--- config.mk ---
export PLATFORM = sky130hd
export DESIGN_NAME = i2c_wait_ctrl
export DESIGN_NICKNAME = d
export VERILOG_FILES = /design/src/rtl/i2cw_pkg.sv /design/src/rtl/i2cw_datapath.sv /design/src/rtl/i2cw_control.sv /design/src/rtl/i2c_wait_ctrl.sv
export SDC_FILE = /design/constraint.sdc
export NUM_CORES = 1
export LEC_CHECK = 0
export ABC_AREA = 1
export CORE_MARGIN = 1.5
export CORE_UTILIZATION = 56
export DETAILED_ROUTE_END_ITERATION = 10
export DONT_BUFFER_PORTS = 1
export PLACE_DENSITY = 0.74
export SLEW_MARGIN = 30
export SYNTH_ARGS = -nofsm -noshare
export SYNTH_HDL_FRONTEND = slang
export SYNTH_SLANG_ARGS = --single-unit
--- constraint.sdc ---
create_clock -name clk -period 1.2 [get_ports clk]
set_input_delay 0.12 -clock clk [delete_from_list [all_inputs] [get_ports clk]]
set_output_delay 0.12 -clock clk [all_outputs]
set_load 0.05 [all_outputs]
--- src/rtl/i2cw_pkg.sv ---
package i2cw_pkg;

  typedef enum logic [1:0] {
    WS_OFF0  = 2'd0,
    WS_OFF1  = 2'd1,
    WS_EIGHT = 2'd2,
    WS_NINE  = 2'd3
  } waitSel_e;

  // strobes from control to datapath
  typedef struct packed {
    logic cntClear;
    logic hold;
  } dpCmd_t;

  // decoded line events from datapath to control
  typedef struct packed {
    logic sclRise;
    logic sclFall;
    logic startDet;
    logic stopDet;
  } lineEv_t;

endpackage

--- src/rtl/i2cw_datapath.sv ---
module i2cw_datapath
  import i2cw_pkg::*;
#(
  parameter int DATA_W      = 8,
  parameter int CNT_W       = 4,
  parameter int SYNC_STAGES = 2
) (
  input  logic              clk,
  input  logic              rstN,
  input  logic              sclIn,
  input  logic              sdaIn,
  input  dpCmd_t            cmd,
  input  logic              addrMsbFirst,
  input  logic [DATA_W-1:0] slaveAddr,
  output lineEv_t           ev,
  output logic              sclLevel,
  output logic [CNT_W-1:0]  bitCnt,
  output logic              addrHit
);

  localparam logic [CNT_W-1:0] LAST_ADDR_CNT = CNT_W'(DATA_W - 1);

  logic [SYNC_STAGES-1:0] sclPipe, sdaPipe;
  logic sclDly, sdaDly, sclNow, sdaNow;
  logic [DATA_W-1:0] shReg, addrRev, addrRef, rxNext;
  logic firstByte;

  always_ff @(posedge clk or negedge rstN) begin
    if (!rstN) begin
      sclPipe[0] <= 1'b1;
      sdaPipe[0] <= 1'b1;
    end else begin
      sclPipe[0] <= sclIn;
      sdaPipe[0] <= sdaIn;
    end
  end

  for (genvar i = 1; i < SYNC_STAGES; i++) begin : g_sync
    always_ff @(posedge clk or negedge rstN) begin
      if (!rstN) begin
        sclPipe[i] <= 1'b1;
        sdaPipe[i] <= 1'b1;
      end else begin
        sclPipe[i] <= sclPipe[i-1];
        sdaPipe[i] <= sdaPipe[i-1];
      end
    end
  end

  assign sclNow = sclPipe[SYNC_STAGES-1];
  assign sdaNow = sdaPipe[SYNC_STAGES-1];

  always_ff @(posedge clk or negedge rstN) begin
    if (!rstN) begin
      sclDly <= 1'b1;
      sdaDly <= 1'b1;
    end else begin
      sclDly <= sclNow;
      sdaDly <= sdaNow;
    end
  end

  always_comb begin
    ev.sclRise  = sclNow & ~sclDly;
    ev.sclFall  = ~sclNow & sclDly;
    ev.startDet = sdaDly & ~sdaNow & sclNow & sclDly;
    ev.stopDet  = ~sdaDly & sdaNow & sclNow & sclDly;
  end

  assign sclLevel = sclNow;

  always_ff @(posedge clk or negedge rstN) begin
    if (!rstN) begin
      bitCnt <= '0;
    end else if (cmd.hold || cmd.cntClear || ev.startDet) begin
      bitCnt <= '0;
    end else if (ev.sclRise && bitCnt != '1) begin
      bitCnt <= bitCnt + 1'b1;
    end
  end

  assign rxNext = {shReg[DATA_W-2:0], sdaNow};

  always_ff @(posedge clk or negedge rstN) begin
    if (!rstN) begin
      shReg <= '0;
    end else if (ev.sclRise) begin
      shReg <= rxNext;
    end
  end

  for (genvar b = 0; b < DATA_W; b++) begin : g_rev
    assign addrRev[b] = slaveAddr[DATA_W-1-b];
  end

  assign addrRef = addrMsbFirst ? slaveAddr : addrRev;

  always_ff @(posedge clk or negedge rstN) begin
    if (!rstN) begin
      firstByte <= 1'b0;
      addrHit   <= 1'b0;
    end else if (cmd.hold) begin
      firstByte <= 1'b0;
      addrHit   <= 1'b0;
    end else if (ev.startDet) begin
      firstByte <= 1'b1;
      addrHit   <= 1'b0;
    end else if (ev.sclRise && firstByte && bitCnt == LAST_ADDR_CNT) begin
      firstByte <= 1'b0;
      addrHit   <= (rxNext == addrRef);
    end
  end

  // a start condition always leaves the counter at zero
  p_cnt_start_zero_r11: assert property (@(posedge clk) disable iff (!rstN)
    ev.startDet |=> bitCnt == '0);

endmodule

--- src/rtl/i2cw_control.sv ---
module i2cw_control
  import i2cw_pkg::*;
#(
  parameter int DATA_W = 8,
  parameter int CNT_W  = 4
) (
  input  logic             clk,
  input  logic             rstN,
  input  logic             enable,
  input  logic             ctrlWrEn,
  input  logic [7:0]       ctrlWrData,
  input  logic             intClr,
  input  logic             ackEn,
  input  lineEv_t          ev,
  input  logic             sclLevel,
  input  logic [CNT_W-1:0] bitCnt,
  output dpCmd_t           cmd,
  output logic             addrMsbFirst,
  output logic             sclOe,
  output logic             sdaOe,
  output logic             intReq,
  output logic [7:0]       ctrlRdData
);

  localparam logic [CNT_W:0]   POINT_8  = (CNT_W+1)'(DATA_W);
  localparam logic [CNT_W:0]   POINT_9  = (CNT_W+1)'(DATA_W + 1);
  localparam logic [CNT_W-1:0] ACK_CNT  = CNT_W'(DATA_W);

  waitSel_e waitSel;
  logic relBit, idleHigh, stopIrq;
  logic busy, waitArm, waiting, intFlag, ackDrive;
  logic waitOn, hitPoint, flagSet;
  logic [CNT_W:0] nextCnt, waitPoint;
  logic unusedWrBits;

  assign unusedWrBits = ^ctrlWrData[7:6];

  always_ff @(posedge clk or negedge rstN) begin
    if (!rstN) begin
      waitSel      <= WS_OFF0;
      relBit       <= 1'b0;
      idleHigh     <= 1'b0;
      addrMsbFirst <= 1'b0;
      stopIrq      <= 1'b0;
    end else if (ctrlWrEn) begin
      waitSel      <= waitSel_e'(ctrlWrData[5:4]);
      relBit       <= ctrlWrData[3];
      idleHigh     <= ctrlWrData[2];
      addrMsbFirst <= ctrlWrData[1];
      stopIrq      <= ctrlWrData[0];
    end else if (relBit) begin
      relBit <= 1'b0;
    end
  end

  assign waitOn    = (waitSel == WS_EIGHT) || (waitSel == WS_NINE);
  assign waitPoint = (waitSel == WS_NINE) ? POINT_9 : POINT_8;
  assign nextCnt   = {1'b0, bitCnt} + 1'b1;
  assign hitPoint  = ev.sclRise && busy && waitOn && (nextCnt == waitPoint);
  assign flagSet   = hitPoint || (enable && stopIrq && ev.stopDet);

  always_ff @(posedge clk or negedge rstN) begin
    if (!rstN)              busy <= 1'b0;
    else if (!enable)       busy <= 1'b0;
    else if (ev.startDet)   busy <= 1'b1;
    else if (ev.stopDet)    busy <= 1'b0;
  end

  always_ff @(posedge clk or negedge rstN) begin
    if (!rstN) begin
      waitArm <= 1'b0;
      waiting <= 1'b0;
    end else if (!enable || relBit) begin
      waitArm <= 1'b0;
      waiting <= 1'b0;
    end else if (hitPoint) begin
      waitArm <= 1'b1;
    end else if (ev.sclFall && waitArm) begin
      waitArm <= 1'b0;
      waiting <= 1'b1;
    end
  end

  always_ff @(posedge clk or negedge rstN) begin
    if (!rstN)         intFlag <= 1'b0;
    else if (flagSet)  intFlag <= 1'b1;
    else if (intClr)   intFlag <= 1'b0;
  end

  always_ff @(posedge clk or negedge rstN) begin
    if (!rstN) begin
      ackDrive <= 1'b0;
    end else if (!enable || ev.startDet) begin
      ackDrive <= 1'b0;
    end else if (ev.sclFall) begin
      if (ackDrive) ackDrive <= 1'b0;
      else          ackDrive <= busy && ackEn && (bitCnt == ACK_CNT);
    end
  end

  assign cmd.cntClear = relBit;
  assign cmd.hold     = ~enable;

  assign sclOe  = enable && (busy ? waiting : ~idleHigh);
  assign sdaOe  = enable && ackDrive;
  assign intReq = intFlag;

  assign ctrlRdData = {1'b0, enable & sclLevel, waitSel, relBit,
                       idleHigh, addrMsbFirst, stopIrq};

  // the release bit never survives a cycle without a fresh write
  p_rel_selfclear_r5: assert property (@(posedge clk) disable iff (!rstN)
    relBit && !ctrlWrEn |=> !relBit);

  // the stretch only ever begins on a falling SCL edge
  p_wait_on_fall_r4: assert property (@(posedge clk) disable iff (!rstN)
    $rose(waiting) |-> $past(ev.sclFall));

  // the flag is sticky until cleared
  p_flag_sticky_r3: assert property (@(posedge clk) disable iff (!rstN)
    intFlag && !intClr |=> intFlag);

  // acknowledge drive starts while SCL is low
  p_ack_on_fall_r10: assert property (@(posedge clk) disable iff (!rstN)
    $rose(ackDrive) |-> $past(ev.sclFall));

endmodule

--- src/rtl/i2c_wait_ctrl.sv ---
module i2c_wait_ctrl
  import i2cw_pkg::*;
#(
  parameter int DATA_W      = 8,
  parameter int SYNC_STAGES = 2
) (
  input  logic              clk,
  input  logic              rstN,
  input  logic              enable,
  input  logic              ctrlWrEn,
  input  logic [7:0]        ctrlWrData,
  output logic [7:0]        ctrlRdData,
  input  logic              intClr,
  input  logic [DATA_W-1:0] slaveAddr,
  input  logic              ackEn,
  input  logic              sclIn,
  input  logic              sdaIn,
  output logic              sclOe,
  output logic              sdaOe,
  output logic              intReq,
  output logic              addrHit
);

  localparam int CNT_W = $clog2(DATA_W + 2);

  dpCmd_t           cmd;
  lineEv_t          ev;
  logic             sclLevel, addrMsbFirst;
  logic [CNT_W-1:0] bitCnt;

  i2cw_datapath #(
    .DATA_W(DATA_W), .CNT_W(CNT_W), .SYNC_STAGES(SYNC_STAGES)
  ) u_dp (
    .clk(clk), .rstN(rstN), .sclIn(sclIn), .sdaIn(sdaIn), .cmd(cmd),
    .addrMsbFirst(addrMsbFirst), .slaveAddr(slaveAddr), .ev(ev),
    .sclLevel(sclLevel), .bitCnt(bitCnt), .addrHit(addrHit)
  );

  i2cw_control #(
    .DATA_W(DATA_W), .CNT_W(CNT_W)
  ) u_ctl (
    .clk(clk), .rstN(rstN), .enable(enable), .ctrlWrEn(ctrlWrEn),
    .ctrlWrData(ctrlWrData), .intClr(intClr), .ackEn(ackEn), .ev(ev),
    .sclLevel(sclLevel), .bitCnt(bitCnt), .cmd(cmd),
    .addrMsbFirst(addrMsbFirst), .sclOe(sclOe), .sdaOe(sdaOe),
    .intReq(intReq), .ctrlRdData(ctrlRdData)
  );

endmodule

==> impl_results.md, run 1 <==
* H-tree Lvls at 2
* Endpoints failing setup at 12
* Die area at 3169 sq um
* Pleak at 1.082 nW
* CTS tree: built
* IR drop worst, VDD at 1.097 mV
* Synth Net Count at 232
* RSZ-0062 raised after global routing: yes
* Worst Path Arrival at 1.67 ns
* Max-cap viol count at 0
* Routed via count at 1,529
* Inserted Clock Buffers at 5
* Starting Density at 58.17%
* Clock root cell: clkbuf_4
* Clock skew at 0.01009 ns
* Vias/cell at 5.422
* Initial antenna violation count at 0
* Vias in the first global route at 1,559
* R2r endpoint: u_ctl.waitArm
* Mapped cell area at 1590 sq um
* Failing checks: setup timing
* Final Net Count at 276
* Final Hold Viols at 0
* # fillers at 168
* Reg2Reg Depth at 7
* R2r setup slk at -0.21 ns
* Rows at 19
* Synthesized instance count at 206
* Max Fclk at 710.2 MHz
* Hold Startpoint: enable
* Top cells by area, synth: dfrtp_1 38%, nand2_1 16%, dfstp_2 9.9%
* Initial DRT Pass Iterations at 4
* Mapped Avg Cell Area at 7.720 sq um
* Grt ovf at 0
* Iter 0 DRT Violations at 80
* Grt met3 use at 7.604%
* Drt total wl at 4.401 mm
* Routed WL per cell at 15.61 um
* All-layer global routing usage at 27.21%
* Hold Path End: u_ctl.ackDrive
* Ports at 36
* Core ar. at 2734 sq um
* # DRC at 0
* Clock sink count at 30
* Seq cells post-synth at 30
* Worst setup margin at -0.2080 ns
* Worst Hold Depth at 4
* Worst Hold Class: in -> reg
* M1 GR Usage at 30.03%
* Fraction of layout cells with a size suffix above 1 at 36.25%
* HPWL Detailed at 2.532 mm
* Diodes inserted at 0
* Die X at 56.29 um
* Busiest grt layer: met2
* Final hold slack at 0.1011 ns
* Bufs on Longest Clock Path at 2
* Pwr/cell area at 1068 nW/um^2
* Reg-to-reg startpoint: u_dp.sclLevel
* CP required at 1.46 ns
* Seq/Total Area, Yosys at 47.68%
* Clock slew at reported path FFs at 0.09 ns
* Outcome: finished with violations
* Synth area leader: dfrtp_1
* Synthesis-to-layout area growth at 39.34%
* Largest net degree at the start of global routing at 31
* Final worst-path cycle share at 117.3%
* Worst-path fanout max at 4
* Final min period at 1.408 ns
* Clock Latency Late Sink at 0.33 ns
* First-pass GRT wire length at 6.610 mm
* Die H at 56.29 um
* Final Wtd Congestion at 0.7961
* Antenna-violating nets left at 0
* WS Path Type: reg -> reg
* Yosys warnings at 0
* Netlist cell types at 26
* Overall Power at 2.366 mW
* Worst Setup Start Kind: register
* IO Port Bufs at 0
* Met2 Track Usage GR at 48.74%
* Top-area cell type share of the netlist area at 37.77%
* Fin. max-slew vios at 0
* Worst setup EP type: register
## layout by cell type (no fill, tap or decap), types with 5 or more instances in the layout
cell / count
dfstp_2: 6
nand2_1: 61
dlygate4sd3_1: 13
nor2_1: 6
buf_4: 19
buf_6: 7
o21ai_0: 8
dfrtp_1: 22
clkbuf_4: 5
nor2_4: 6
nand2_2: 5
nand3_1: 15
inv_2: 10
inv_1: 20
## routing by layer
layer  vias to the layer above  share of wire (%)
li1                        728                  -
met1                       725                 36
met2                        60                 55
met3                        16                5.1
met4                         0                3.5
met5                         -                  0
## final cells by class
type | instances | area (sq um) | area share (%)
clock buffer | 6 | 41.29 | 1.863
clock inverter | 2 | 10.01 | 0.4517
inverter | 33 | 132.6 | 5.985
multi-input combinational | 135 | 770.7 | 34.78
sequential | 30 | 760.7 | 34.33
tap | 31 | 38.79 | 1.750
timing repair buffer | 45 | 461.7 | 20.84
## worst max-delay path: stages, from the launching register on
cell and delay, ns:
dfstp_2 0.57, buf_6 0.12, inv_4 0.03, nor2_4 0.09
nand2_2 0.08, inv_2 0.09, nand4_1 0.17, a21oi_1 0.18
## report_power, final
group	total (mW)	switching [mW]	internal [mW]
combinational	0.633	0.363	0.269
clock	0.568	0.346	0.223
sequential	1.16	0.0686	1.10
## logic make-up after synthesis
| group | count (synthesis) | share of synthesized area (%) |
|---|---|---|
| other cells | 1 | 0.2358 |
| fa+ha+maj | 2 | 1.573 |
| xor+xnor | 2 | 1.102 |
| flops | 30 | 47.68 |
| simple gates | 106 | 29.11 |
| compound gates | 21 | 6.845 |
| buf+inv | 41 | 11.33 |
| mux | 3 | 2.124 |
## Yosys cell counts (all sizes together)
cell type   n
xnor2       1
nand2      69
o21ai      15
buf         7
inv        33
ha          2
o22ai       1
nand4       4
nor2       13
dfstp       6
a21oi       4
mux2        3
nand3      18
clkbuf      1
nor3        2
conb        1
o211ai      1
dfrtp      24
xor2        1
## through the flow
stage | util, % | TNS, ns | cell area [sq um] | cells | setup WS, ns
after floorplan | - | -0.09387 | 1617 | 206 | -0.06324
after global placement | 66.54 | -0.2415 | 1819 | 253 | -0.09696
after detailed placement | 66.54 | -0.4836 | 1819 | 253 | -0.1717
after CTS | 76.61 | -0.9421 | 2095 | 280 | -0.1373
after global routing | 81.05 | -2.431 | 2216 | 282 | -0.2456
final | 81.05 | -1.498 | 2216 | 282 | -0.2080
## repair_timing
| item | in CTS | in global routing |
|---|---|---|
| gates resized for setup | 16 | 31 |
| pin swaps | 5 | 7 |
| hold endpoints to repair | 42 | 0 |
| hold buffers | 14 | 0 |
| endpoints found under the setup margin | 12 | 22 |
| gates cloned | 0 | 0 |
| buffers inserted | 5 | 3 |
## registers in the layout (all words and copies together), names as in the netlist
signal              count
u_ctl.idleHigh          1
u_dp.sdaNow             1
u_ctl.waiting           1
u_ctl.intReq            1
u_dp.bitCnt             4
u_ctl.ackDrive          1
u_ctl.relBit            1
u_dp.firstByte          1
u_dp.shReg              7
u_dp.sdaPipe            1
u_ctl.addrMsbFirst      1
u_dp.sclPipe            1
u_ctl.waitSel           2
u_dp.sclDly             1
u_ctl.busy              1
u_dp.sclLevel           1
u_dp.sdaDly             1
u_ctl.stopIrq           1
u_ctl.waitArm           1
u_dp.addrHit            1
## worst max path at each step
stage	end	cells past startpoint	startpoint	slack [ns]
detailed placement	u_ctl.waitArm	7	u_dp.bitCnt[1]	-0.17
global route	u_ctl.intReq	7	u_dp.sclLevel	-0.25
floorplan	u_ctl.waitArm	7	u_dp.bitCnt[0]	-0.06
finish	u_ctl.waitArm	7	u_dp.sclLevel	-0.21
global placement	u_ctl.waitArm	7	u_dp.bitCnt[1]	-0.1
CTS	ctrlRdData[6]	4	u_dp.sclLevel	-0.14
Power figures use the tool's default switching activity.
==> run 2: changes to the inputs <==
CORE_ASPECT_RATIO = 0.8   (was default)
==> run 2 against run 1 <==
The run still ends with setup timing left. Worst setup slack improved by 0.051 ns. Clock-buffer cell count increased by 1. Final area decreased by 1.9%. Combinational power decreased by 6.3%. Critical path depth decreased by 3. Register-to-register slack improved by 0.05 ns. Worst hold slack got worse by 0.068 ns. Core utilization decreased by 1.2 points. Global-route usage increased by 0.63 points. Highest routed layer unchanged.
==> impl_results.md, run 2 (synthesis results as in run 1) <==
* H-tree Lvls at 2 (unchanged)
* Worst Hold Depth at 4 (unchanged)
* Clock Latency Late Sink at 0.35 ns (was 0.33 ns)
* Die H at 50.67 um (was 56.29 um)
* Pleak at 1.066 nW (was 1.082 nW)
* Clock skew at 0.02411 ns (was 0.01009 ns)
* Diodes inserted at 0 (unchanged)
* Antenna-violating nets left at 0 (unchanged)
* Final Hold Viols at 0 (unchanged)
* Largest net degree at the start of global routing at 31 (unchanged)
* # DRC at 0 (unchanged)
* Top Layer Used: met4 (unchanged)
* Most frequent cells in the layout: 62 x nand2_1, 26 x buf_4, 23 x dfrtp_1 (was 61 x nand2_1, 22 x dfrtp_1, 20 x inv_1)
* Core ar. at 2723 sq um (was 2734 sq um)
* Max Fclk at 736.9 MHz (was 710.2 MHz)
* Synthesis-to-layout area growth at 36.74% (was 39.34%)
* Seq pwr share at 47.9% (was 49.2%)
* All-layer global routing usage at 27.84% (was 27.21%)
* Final min period at 1.357 ns (was 1.408 ns)
* Clock power share at 27.7% (was 24.0%)
* Initial DRT Pass Iterations at 6 (was 4)
* Inserted Clock Buffers at 5 (unchanged)
* Ports at 36 (unchanged)
* Overall Power at 2.432 mW (was 2.366 mW)
* Most common cell after layout, fill and taps aside: nand2_1 (unchanged)
* Final worst-path cycle share at 113.1% (was 117.3%)
* HPWL Detailed at 2.513 mm (was 2.532 mm)
* Pwr/cell area at 1119 nW/um^2 (was 1068 nW/um^2)
* Vias in the first global route at 1,501 (was 1,559)
* Starting Density at 58.41% (was 58.17%)
* Worst Hold Class: in -> reg (unchanged)
* Most flop-heavy register: u_dp.shReg (unchanged)
* Bufs on Longest Clock Path at 2 (unchanged)
* Die area at 3171 sq um (was 3169 sq um)
* Worst setup EP type: register (unchanged)
* Fin cells at 292 (was 282)
* CP required at 1.48 ns (was 1.46 ns)
* Setup WS pre-CTS at -0.1587 ns (was -0.1717 ns)
* Worst-path fanout max at 3 (was 4)
* Clock root cell: clkbuf_4 (unchanged)
* Met1 wire length at 1.584 mm (was 1.582 mm)
* IR drop worst, VDD at 0.9335 mV (was 1.097 mV)
* Clock sink count at 30 (unchanged)
* Fin. max-slew vios at 0 (unchanged)
* Worst Setup Start Kind: register (unchanged)
* Reg2Reg Depth at 4 (was 7)
* Routed WL per cell at 14.52 um (was 15.61 um)
* Routed via count at 1,540 (was 1,529)
* Iter 0 DRT Violations at 104 (was 80)
* Fraction of layout cells with a size suffix above 1 at 34.65% (was 36.25%)
* Dpl cells at 260 (was 253)
* Cell internal pwr at 1.623 mW (was 1.588 mW)
* CTS tree: built (unchanged)
* # fillers at 190 (was 168)
* Drt total wl at 4.239 mm (was 4.401 mm)
* Top flop regs: u_dp.shReg x7, u_dp.bitCnt x4, u_ctl.waitSel x2 (unchanged)
* Sw Ratio at 33.27% (was 32.87%)
* IO Port Bufs at 0 (unchanged)
* Switching power at 0.8093 mW (was 0.7777 mW)
* Worst Path Arrival at 1.63 ns (was 1.67 ns)
* Vias/cell at 5.274 (was 5.422)
* RSZ-0062 raised after global routing: yes (unchanged)
* Gate power share at 24.4% (was 26.7%)
* Clock slew at reported path FFs at 0.10 ns (was 0.09 ns)
* Max-cap viol count at 0 (unchanged)
* Rows at 17 (was 19)
* Met3 WL at 336 um (was 223 um)
* Worst setup margin at -0.1570 ns (was -0.2080 ns)
* Endpoints failing setup at 12 (unchanged)
* Final Net Count at 279 (was 276)
* Outcome: finished with violations (unchanged)
* WS Path Type: reg -> reg (unchanged)
* Final Wtd Congestion at 0.8014 (was 0.7961)
* Failing checks: setup timing (unchanged)
* First-pass GRT wire length at 6.589 mm (was 6.610 mm)
* Met2 WL at 2.162 mm (was 2.440 mm)
* Initial antenna violation count at 0 (unchanged)
* Max FFs per register at 7 (unchanged)
* Grt ovf at 0 (unchanged)
* Die X at 62.58 um (was 56.29 um)
==> run 2: area by class of cell <==
class / count / area (sq um) / area share, %
sequential: 30 / 759.5 / 34.93
multi-input combinational: 135 / 726.9 / 33.43
timing repair buffer: 48 / 445.4 / 20.48
inverter: 33 / 135.1 / 6.214
clock buffer: 7 / 55.05 / 2.532
tap: 38 / 47.55 / 2.186
clock inverter: 1 / 5.005 / 0.2301
==> run 2: path summary, 6_finish.rpt <==
check	start	slack (ns)	end
hold / removal	enable	0.03	u_ctl.waitArm
setup / recovery	u_dp.bitCnt[1]	-0.16	u_ctl.waitArm
max in group asynchronous	rstN	0.75	u_dp.sdaNow
setup reg to reg	u_dp.bitCnt[1]	-0.16	u_ctl.waitArm
hold reg to reg	u_dp.sdaPipe[0]	0.36	u_dp.sdaNow
min in group asynchronous	rstN	0.18	u_dp.shReg[4]
==> run 2: repair_timing <==
action | 4_1_cts | 5_1_grt
hold buffers | 15 | 0
resized for setup | 16 | 13
endpoints found under the setup margin | 12 | 21
hold endpoints to repair | 42 | 0
buffers inserted | 5 | 4
pin swaps | 7 | 12
gates cloned | 0 | 0
==> run 2: per-stage QoR <==
step | hold WS (ns) | instance area, sq um | setup TNS (ns) | util [%]
finish | 0.03347 | 2175 | -1.119 | 79.87
detailed placement | -0.1751 | 1815 | -0.6410 | 66.68
floorplan | -0.1756 | 1617 | -0.09387 | -
global route | 0.04439 | 2175 | -2.116 | 79.87
global placement | -0.1748 | 1815 | -0.3072 | 66.68
CTS | 0.02906 | 2106 | -1.006 | 77.34
==> run 2: metal layers <==
metal	vias up	track usage, %
li1	731	-
met1	714	30.95
met2	80	49.82
met3	15	7.175
met4	0	14.44
met5	-	0
==> run 2: power by group through the flow <==
stage / clock (mW) / sequential, mW / combinational, mW
2_1_floorplan: 0 / 1.19 / 0.329
3_3_place_gp: 0 / 1.18 / 0.441
3_5_place_dp: 0 / 1.19 / 0.454
4_1_cts: 0.657 / 1.16 / 0.556
5_1_grt: 0.707 / 1.17 / 0.648
6_report: 0.674 / 1.17 / 0.593
==> run 2: critical path, stage by stage (launching register included) <==
cell	delay, ns
dfrtp_1	0.43
ha_2	0.22
xnor2_1	0.28
nand4_1	0.20
a21oi_1	0.16
==> run 3: changes to the inputs <==
--- a/constraint.sdc
+++ b/constraint.sdc
@@ -3,2 +3,2 @@
 set_output_delay 0.12 -clock clk [all_outputs]
-set_load 0.05 [all_outputs]
+set_load 0.1 [all_outputs]
==> run 3 against run 2 <==
The run still ends with setup timing left. Non-clock buffer count increased by 5. Final area increased by 10%. Sequential power about the same. Largest power group unchanged. Clock-buffer cell count unchanged. Die area unchanged. Highest routed layer unchanged. Worst hold slack improved by 0.020 ns. Combinational power increased by 39%. Sequential share of layout area decreased by 2.8 points.
==> impl_results.md, run 3 (synthesis results as in run 1) <==
* Clock root cell: clkbuf_4 (unchanged)
* Clock sink count at 30 (unchanged)
* Fraction of layout cells with a size suffix above 1 at 44.02% (was 34.65%)
* IO Port Bufs at 0 (unchanged)
* Iter 0 DRT Violations at 214 (was 104)
* First-pass GRT wire length at 6.437 mm (was 6.589 mm)
* R2r setup slk at -0.31 ns (was -0.16 ns)
* Worst Hold Class: in -> reg (unchanged)
* IR drop worst, VDD at 1.150 mV (was 0.9335 mV)
* Worst setup EP type: register (unchanged)
* Cells along the critical path: buf_6 > buf_12 > nand2_4 > nor2_4 > nor2_2 > o21ai_1 > inv_1 > nand2_1 > nand2_1 (was ha_2 > xnor2_1 > nand4_1 > a21oi_1)
* Top flop regs: u_dp.shReg x7, u_dp.bitCnt x4, u_ctl.waitSel x2 (unchanged)
* Worst path top cell family by delay: flip-flops (unchanged)
* Max-cap viol count at 0 (unchanged)
* Antenna-violating nets left at 0 (unchanged)
* Max Fclk at 660.9 MHz (was 736.9 MHz)
* Most frequent cells in the layout: 53 x nand2_1, 23 x buf_4, 20 x dfrtp_1 (was 62 x nand2_1, 26 x buf_4, 23 x dfrtp_1)
* Reg2Reg Depth at 9 (was 4)
* Final Hold Viols at 0 (unchanged)
* Final min period at 1.513 ns (was 1.357 ns)
* Seq. cell area at 768.2 sq um (was 759.5 sq um)
* Clock slew at reported path FFs at 0.10 ns (about the same)
* Largest net degree at the start of global routing at 31 (unchanged)
* Pwr/cell area at 1116 nW/um^2 (was 1119 nW/um^2)
* CTS tree: built (unchanged)
* Drt total wl at 5.811 mm (was 4.239 mm)
* Vias/cell at 5.805 (was 5.274)
* CP required at 1.44 ns (was 1.48 ns)
* CP Depth at 9 (was 4)
* Bufs on Longest Clock Path at 2 (unchanged)
* # DRC at 0 (unchanged)
* Worst-path fanout max at 4 (was 3)
* Largest incremental delay on the critical path at 0.57 ns (was 0.43 ns)
* Core ar. at 2723 sq um (unchanged)
* Final Net Count at 284 (was 279)
* Area occupied by multi-input gates at 823.3 sq um (was 726.9 sq um)
* Endpoints failing setup at 22 (was 12)
* Worst setup margin at -0.3130 ns (was -0.1570 ns)
* Die X at 62.58 um (unchanged)
* Vias in the first global route at 1,471 (was 1,501)
* Synthesis-to-layout area growth at 50.51% (was 36.74%)
* Reg-to-reg startpoint: u_dp.sclLevel (was u_dp.bitCnt[1])
* R2r endpoint: u_dp.firstByte (was u_ctl.waitArm)
* Die H at 50.67 um (unchanged)
* Initial antenna violation count at 0 (unchanged)
* Most common cell after layout, fill and taps aside: nand2_1 (unchanged)
* Ports at 36 (unchanged)
* Cell Area, Placed at 1898 sq um (was 1815 sq um)
* Worst setup endpoint: u_dp.firstByte (was u_ctl.waitArm)
* Clock skew at 0.01103 ns (was 0.02411 ns)
* Routed via count at 1,724 (was 1,540)
* RSZ-0062 raised after global routing: yes (unchanged)
* CP most frequent cell: nand2_1
* Starting Density at 58.41% (unchanged)
* H-tree Lvls at 2 (unchanged)
* WS Path Type: reg -> reg (unchanged)
* Clock Latency Late Sink at 0.34 ns (was 0.35 ns)
* Failing checks: setup timing (unchanged)
* Routed WL per cell at 19.57 um (was 14.52 um)
* Fin. max-slew vios at 0 (unchanged)
* Rows at 17 (unchanged)
* Final instance area at 2394 sq um (was 2175 sq um)
* Worst Path Arrival at 1.75 ns (was 1.63 ns)
* # fillers at 118 (was 190)
* Outcome: finished with violations (unchanged)
* Total negative slack at -3.688 ns (was -1.119 ns)
* Inserted Clock Buffers at 5 (unchanged)
* Most flop-heavy register: u_dp.shReg (unchanged)
* HPWL Detailed at 2.575 mm (was 2.513 mm)
* Final Wtd Congestion at 0.9111 (was 0.8014)
* Worst Path Buf+Inv at 3 (was 0)
* Diodes inserted at 0 (unchanged)
* Max FFs per register at 7 (unchanged)
* Pleak at 1.175 nW (was 1.066 nW)
* Die area at 3171 sq um (unchanged)
* Grt ovf at 0 (unchanged)
* Worst setup path start: u_dp.sclLevel (was u_dp.bitCnt[1])
* Final worst-path cycle share at 126.1% (was 113.1%)
* Worst Setup Start Kind: register (unchanged)
* Initial DRT Pass Iterations at 6 (unchanged)
* Slowest CP cell: dfstp_2 (was dfrtp_1)
* All-layer global routing usage at 27.58% (was 27.84%)
[run 3: per-layer routing]
layer / vias up / share of wire [%] / track usage [%]
met4: 0 / 6.2 / 18.52
met5: - / 0 / 0
met3: 44 / 8.9 / 6.054
met2: 145 / 48 / 44.44
li1: 740 / - / -
met1: 795 / 36 / 33.72
[run 3: final cells by class]
class	count	area share, %
multi-input combinational	135	34.40
sequential	30	32.10
timing repair buffer	53	23.37
inverter	33	5.646
clock buffer	7	2.300
tap	38	1.986
clock inverter	1	0.2091
[run 3: worst min path at each step]
stage / start / to / slack (ns) / depth (start not counted)
after floorplan: rstN / u_ctl.ackDrive / -0.18 / 0
after global placement: rstN / u_ctl.addrMsbFirst / -0.17 / 0
final: enable / u_ctl.waiting / 0.05 / 4
after detailed placement: rstN / u_dp.shReg[6] / -0.18 / 0
after CTS: enable / u_ctl.waiting / 0.02 / 4
after global routing: enable / u_ctl.waiting / 0.04 / 4
[run 3: per-stage QoR]
stage / setup slack [ns] / utilization (%) / power [mW] / std cells / hold WS [ns]
after floorplan: -0.07290 / - / 1.624 / 206 / -0.1756
after global placement: -0.1013 / 69.72 / 1.741 / 265 / -0.1748
after detailed placement: -0.2046 / 69.72 / 1.760 / 265 / -0.1750
after CTS: -0.1902 / 79.46 / 2.479 / 289 / 0.02256
after global routing: -0.3778 / 87.91 / 2.756 / 297 / 0.04232
final: -0.3130 / 87.91 / 2.672 / 297 / 0.05378
[run 3: worst register-to-register path, stage by stage (launching register included)]
cell and delay [ns]:
dfstp_2 0.57, buf_6 0.13, buf_12 0.10, nand2_4 0.05
nor2_4 0.13, nor2_2 0.08, o21ai_1 0.09, inv_1 0.09
nand2_1 0.09, nand2_1 0.06
[run 3: repair_timing]
item,CTS,global route
pin swaps,5,11
hold endpoints to repair,42,0
gates resized for setup,16,55
endpoints found under the setup margin,14,21
hold buffers,14,0
setup buffers,2,7
cloned,0,1
[run 3: report_power, final]
part / leakage, nW / internal [mW] / switching (mW)
logic: 0.765 / 0.297 / 0.527
clock network: 0.0353 / 0.284 / 0.374
registers: 0.375 / 1.10 / 0.0888
total: 1.18 / 1.68 / 0.990
